===== config.mk =====
export PLATFORM = sky130hd
export DESIGN_NAME = fe_tagmem
export DESIGN_NICKNAME = d
export VERILOG_FILES = /design/src/rtl/fe_pkg.sv /design/src/rtl/fe_port_eval.sv /design/src/rtl/fe_arbiter.sv /design/src/rtl/fe_store.sv /design/src/rtl/fe_tagmem.sv
export SDC_FILE = /design/constraint.sdc
export NUM_CORES = 1
export LEC_CHECK = 0
export BUFFER_PORTS_ARGS = -buffer_cell sky130_fd_sc_hd__buf_4
export CAP_MARGIN = 20
export CORE_MARGIN = 2
export CORE_UTILIZATION = 55
export DETAILED_ROUTE_END_ITERATION = 8
export PLACE_DENSITY = 0.73
export SLEW_MARGIN = 10
export SYNTH_ARGS = -nofsm -noshare
export SYNTH_HDL_FRONTEND = slang
export SYNTH_HIERARCHICAL = 1
export SYNTH_SLANG_ARGS = --single-unit

===== constraint.sdc =====
create_clock -name clk -period 5.5 [get_ports clk]
set_input_delay 0 -clock clk [delete_from_list [all_inputs] [get_ports clk]]
set_output_delay 0 -clock clk [all_outputs]
set_load 0.01 [all_outputs]

===== src/rtl/fe_pkg.sv =====
package fe_pkg;

    typedef enum logic [2:0] {
        OP_NOP   = 3'd0,
        OP_RD    = 3'd1,
        OP_WR    = 3'd2,
        OP_PUT   = 3'd3,
        OP_TAKE  = 3'd4,
        OP_CLEAR = 3'd5
    } fe_op_e;

    localparam int NPORTS = 2;

    // Decision for one port in one cycle
    typedef struct packed {
        logic ok;
        logic retry;
        logic data_we;
        logic tag_we;
        logic tag_val;
        logic clear_all;
    } fe_act_t;

    function automatic logic op_active(input logic [2:0] op);
        return (op >= 3'd1) && (op <= 3'd5);
    endfunction

endpackage


===== src/rtl/fe_port_eval.sv =====
module fe_port_eval
    import fe_pkg::*;
#(
    parameter int DW = 32
) (
    input  logic          valid,
    input  logic [2:0]    op,
    input  logic          blocked,
    input  logic          cur_tag,
    input  logic [DW-1:0] cur_data,
    output fe_act_t       act,
    output logic [DW-1:0] rdata
);

    always_comb begin
        act   = '0;
        rdata = '0;
        if (valid && op_active(op)) begin
            if (blocked) begin
                act.retry = 1'b1;
            end else begin
                unique case (op)
                    OP_RD: begin
                        act.ok = 1'b1;
                        rdata  = cur_data;
                    end
                    OP_WR: begin
                        act.ok      = 1'b1;
                        act.data_we = 1'b1;
                    end
                    OP_PUT: begin
                        if (cur_tag) begin
                            act.retry = 1'b1;
                        end else begin
                            act.ok      = 1'b1;
                            act.data_we = 1'b1;
                            act.tag_we  = 1'b1;
                            act.tag_val = 1'b1;
                        end
                    end
                    OP_TAKE: begin
                        if (cur_tag) begin
                            act.ok      = 1'b1;
                            act.tag_we  = 1'b1;
                            act.tag_val = 1'b0;
                            rdata       = cur_data;
                        end else begin
                            act.retry = 1'b1;
                        end
                    end
                    OP_CLEAR: begin
                        act.ok        = 1'b1;
                        act.clear_all = 1'b1;
                    end
                    default: ;
                endcase
            end
        end
    end

endmodule


===== src/rtl/fe_arbiter.sv =====
module fe_arbiter
    import fe_pkg::*;
#(
    parameter int AW = 4
) (
    input  logic          v0,
    input  logic [2:0]    op0,
    input  logic [AW-1:0] a0,
    input  logic          v1,
    input  logic [2:0]    op1,
    input  logic [AW-1:0] a1,
    output logic [NPORTS-1:0] blocked
);

    logic act0, act1, clear_any;

    always_comb begin
        act0       = v0 && op_active(op0);
        act1       = v1 && op_active(op1);
        clear_any  = (op0 == OP_CLEAR) || (op1 == OP_CLEAR);
        blocked[0] = 1'b0;
        blocked[1] = act0 && act1 && (clear_any || (a0 == a1));
    end

endmodule


===== src/rtl/fe_store.sv =====
module fe_store
    import fe_pkg::*;
#(
    parameter int DW    = 32,
    parameter int DEPTH = 16,
    localparam int AW   = $clog2(DEPTH)
) (
    input  logic          clk,
    input  logic          rst,
    input  logic [AW-1:0] addr    [NPORTS],
    input  logic [DW-1:0] wdata   [NPORTS],
    input  logic          data_we [NPORTS],
    input  logic          tag_we  [NPORTS],
    input  logic          tag_val [NPORTS],
    input  logic          clear_all,
    output logic [DW-1:0] rd_data [NPORTS],
    output logic          rd_tag  [NPORTS]
);

    logic [DW-1:0]    mem [DEPTH];
    logic [DEPTH-1:0] tags;

    always_ff @(posedge clk) begin
        if (rst) begin
            tags <= '0;
            for (int w = 0; w < DEPTH; w++) mem[w] <= '0;
        end else begin
            for (int p = 0; p < NPORTS; p++) begin
                if (data_we[p]) mem[addr[p]] <= wdata[p];
            end
            if (clear_all) begin
                tags <= '0;
            end else begin
                for (int p = 0; p < NPORTS; p++) begin
                    if (tag_we[p]) tags[addr[p]] <= tag_val[p];
                end
            end
        end
    end

    for (genvar p = 0; p < NPORTS; p++) begin : g_rd
        assign rd_data[p] = mem[addr[p]];
        assign rd_tag[p]  = tags[addr[p]];
    end

endmodule


===== src/rtl/fe_tagmem.sv =====
module fe_tagmem
    import fe_pkg::*;
#(
    parameter int DW    = 32,
    parameter int DEPTH = 16,
    localparam int AW   = $clog2(DEPTH)
) (
    input  logic          clk,
    input  logic          rst,
    input  logic          p0_valid,
    input  logic [2:0]    p0_op,
    input  logic [AW-1:0] p0_addr,
    input  logic [DW-1:0] p0_wdata,
    output logic          p0_ok,
    output logic          p0_retry,
    output logic [DW-1:0] p0_rdata,
    input  logic          p1_valid,
    input  logic [2:0]    p1_op,
    input  logic [AW-1:0] p1_addr,
    input  logic [DW-1:0] p1_wdata,
    output logic          p1_ok,
    output logic          p1_retry,
    output logic [DW-1:0] p1_rdata
);

    logic              vld   [NPORTS];
    logic [2:0]        opc   [NPORTS];
    logic [AW-1:0]     adr   [NPORTS];
    logic [DW-1:0]     wd    [NPORTS];
    logic [DW-1:0]     rd    [NPORTS];
    logic [DW-1:0]     cur_d [NPORTS];
    logic              cur_t [NPORTS];
    logic              d_we  [NPORTS];
    logic              t_we  [NPORTS];
    logic              t_val [NPORTS];
    fe_act_t           act   [NPORTS];
    logic [NPORTS-1:0] blk;
    logic              clr;

    assign vld[0] = p0_valid;  assign vld[1] = p1_valid;
    assign opc[0] = p0_op;     assign opc[1] = p1_op;
    assign adr[0] = p0_addr;   assign adr[1] = p1_addr;
    assign wd[0]  = p0_wdata;  assign wd[1]  = p1_wdata;

    fe_arbiter #(.AW(AW)) u_arb (
        .v0(p0_valid), .op0(p0_op), .a0(p0_addr),
        .v1(p1_valid), .op1(p1_op), .a1(p1_addr),
        .blocked(blk)
    );

    for (genvar p = 0; p < NPORTS; p++) begin : g_port
        fe_port_eval #(.DW(DW)) u_eval (
            .valid(vld[p]), .op(opc[p]), .blocked(blk[p]),
            .cur_tag(cur_t[p]), .cur_data(cur_d[p]),
            .act(act[p]), .rdata(rd[p])
        );
        assign d_we[p]  = act[p].data_we;
        assign t_we[p]  = act[p].tag_we;
        assign t_val[p] = act[p].tag_val;
    end

    assign clr = act[0].clear_all || act[1].clear_all;

    fe_store #(.DW(DW), .DEPTH(DEPTH)) u_store (
        .clk(clk), .rst(rst), .addr(adr), .wdata(wd),
        .data_we(d_we), .tag_we(t_we), .tag_val(t_val),
        .clear_all(clr), .rd_data(cur_d), .rd_tag(cur_t)
    );

    assign p0_ok    = act[0].ok;
    assign p0_retry = act[0].retry;
    assign p0_rdata = rd[0];
    assign p1_ok    = act[1].ok;
    assign p1_retry = act[1].retry;
    assign p1_rdata = rd[1];

endmodule


==> results.txt <==
Reg2reg start: u_store/tags[11]
Hold Worst Slack: 47.7 ps
Slowest cell on crit path: a211oi_4
Crit path largest cell delay: 940 ps
Total core area: 0.0554 mm²
Cell mode on critical path: buf_4
CTS root buf: clkbuf_16
Max frequency: 197 MHz
Setup bufs post-CTS: 0
Status: finished clean
DRT Pass-1 Iters: 8
Syn Nets: 2,215
Starting density of the core: 0.559
Clk_lat worst skew: 640 ps
Register area: 0.0157 mm²
Syn avg cell area: 14.5 µm²
Top-area cell type share of the netlist area: 0.496
Die Width: 241 µm
Post-route clock period utilization: 0.921
Worst endpoint required time: 6000 ps
H-Tree Depth: 2
Leakage Power: 12.1 nW
VDD IR max: 0.244 mV
Core Util, Final: 0.635
Synth area leader: edfxtp_1
Seq/Total Area, Yosys: 0.507
First-pass GRT wire length: 147,000 µm
Vias per inst: 7.72
Vias in the first global route: 22.8k
Initial antenna violation count: 0
Slew HR: 0.184
Worst EP arrival: 5570 ps
Skew final: 20.1 ps
Num rows: 86
Die Area: 0.0582 mm²
Number of synthesized flops with an enable pin: 512
Worst setup startpoint: u_store/tags[11]
GRT Total Usage: 0.348
Final nets: 2,246
Num CTS Buffers: 56
Crit-path cells: mux4_2 > a22oi_1 > nand2_1 > a21oi_1 > nor3b_1 > nand4bb_1 > buf_4 > a211oi_4 > buf_4 > a22o_1 > dlygate4sd3_1
RSZ-0062 raised after global routing: false
Crit path time final: 5070 ps
Slew @ Worst Pin: 1220 ps
Via count: 22.8k
Ratio of cells with drive above 1 in the final layout: 0.314
Clk buf depth: 3
RD Place Congestion: 0.848
Total grt overflow: 0
Ports: 150
Worst R2R End: u_store/mem[4][2]
Critical path fanouts, max: 17
Antenna cells: 0
Clk sinks: 528
DRC Markers: 0
Synth area leaders: edfxtp_1 (50%), mux4_2 (19%), a22o_1 (13%)
CTS tree: built
Startpoint Class: flop
Ys flop type: edfxtp_1
Initial DRC count: 3,356
Worst Setup EP: u_store/mem[4][2]
R2R setup slack: 430 ps
WL/cell: 33.9 µm
Post-route ant nets: 0
Final Hold Viols: 0
Cells after Synth: 2,133
Max-slew violations: 0
Syn Std Cell Area: 0.0310 mm²
Largest net degree at the start of global routing: 61
Max-cap check violation count: 0
Post-cts resize count: 0
Multi-input gate area: 0.0140 mm²
Ys Warns: 6
Post-synth ARST share: 0
Area growth syn-to-layout: 13.7%
Number of filler cells placed in the layout: 3,966
Synth unique cells: 54
Die H: 241 µm
#FFs+latches synth: 528
Port bufs: 149
Clock-pin slew on the worst setup and hold paths: 60 ps
PwrDens: 276 mW/mm²
Setup Crit Path Kind: reg2reg
Commonest non-fill, non-tap cell in the layout: edfxtp_1
Drt total wl: 100,000 µm
Reg2Reg Depth: 11
Final Setup Violations: 0
HP Class: in2reg
Critical Path End Type: flop
Most frequent cells in the layout: edfxtp_1 (512), a22o_1 (457), mux4_2 (264)
Setup TNS: 0 ps
Hpwl dp: 58,300 µm
[per-stage QoR]
stage | std cells | instance area (µm²) | total power, mW | setup WS (ps)
6_report | 2960 | 35200 | 9.72 | 432
3_3_place_gp | 2752 | 32300 | 5.88 | 839
4_1_cts | 2958 | 35200 | 9.70 | 627
5_1_grt | 2960 | 35200 | 9.94 | 333
3_5_place_dp | 2756 | 32400 | 5.93 | 811
2_1_floorplan | 2133 | 31000 | 5.53 | 1410
[logic make-up after synthesis]
logic type      count (synthesis)  share of synthesized area
simple gates                  264                     0.0484
compound gates                725                      0.202
buf+inv                       347                     0.0495
mux                           264                      0.192
xor+xnor                        4                    0.00113
other cells                     1                   0.000121
flops                         528                      0.507
[registers in the layout (all words and copies together), names as in the netlist]
name and flops:
u_store/tags 16, u_store/mem 512
[power by group]
group | switching, mW | leakage (nW) | internal [mW] | total (mW)
sequential | 0.102 | 5.00 | 4.62 | 4.72
combinational | 0.687 | 6.26 | 0.502 | 1.19
clock | 1.66 | 0.893 | 2.15 | 3.81
total | 2.45 | 12.1 | 7.27 | 9.72
[what timing repair did]
action,CTS,global route
hold buffers,96,0
endpoints found under the setup margin,0,0
endpoints found under the hold margin,512,0
[how the worst min path moves through the flow]
stage                    start         endpoint  cells past startpoint
floorplan             p0_valid         p0_retry                      1
global placement      p1_valid         p1_retry                      3
detailed placement    p1_valid         p1_retry                      3
CTS                 p0_addr[1]  u_store/tags[3]                      3
global route        p0_addr[1]  u_store/tags[7]                      3
finish              p1_addr[0]  u_store/tags[3]                      4
[metal layers]
| layer | wire length (µm) | track usage |
|---|---|---|
| met1 | 35300 | 0.462 |
| met2 | 46700 | 0.541 |
| met3 | 13400 | 0.0922 |
| met4 | 4770 | 0.160 |
| met5 | 0 | 0 |
[Yosys cell counts (17+ instances only)]
master    number
a22o_1       457
a22o_2        55
a22oi_1      144
and2_1        66
buf_1         78
buf_2         94
clkbuf_1     156
edfxtp_1     512
mux4_2       264
nand2_1       76
nor2_1        36
o21ai_0       17
or3_1         18
[critical path: cells and delay by family, from the launching register on]
kind | cells | cell delay, ps
AO/OA/AOI/OAI | 4 | 1600
flip-flops | 1 | 320
AND/OR/NAND/NOR | 3 | 1240
buffers and inverters | 3 | 1310
multiplexers | 1 | 460
[cell type report]
cell class / count / area share
sequential: 528 / 0.446
clock inverter: 42 / 0.0108
clock buffer: 64 / 0.0407
multi-input combinational: 1258 / 0.398
tap: 748 / 0.0266
inverter: 2 / 0.000213
timing repair buffer: 318 / 0.0782
(Power assumes the default switching activity.)
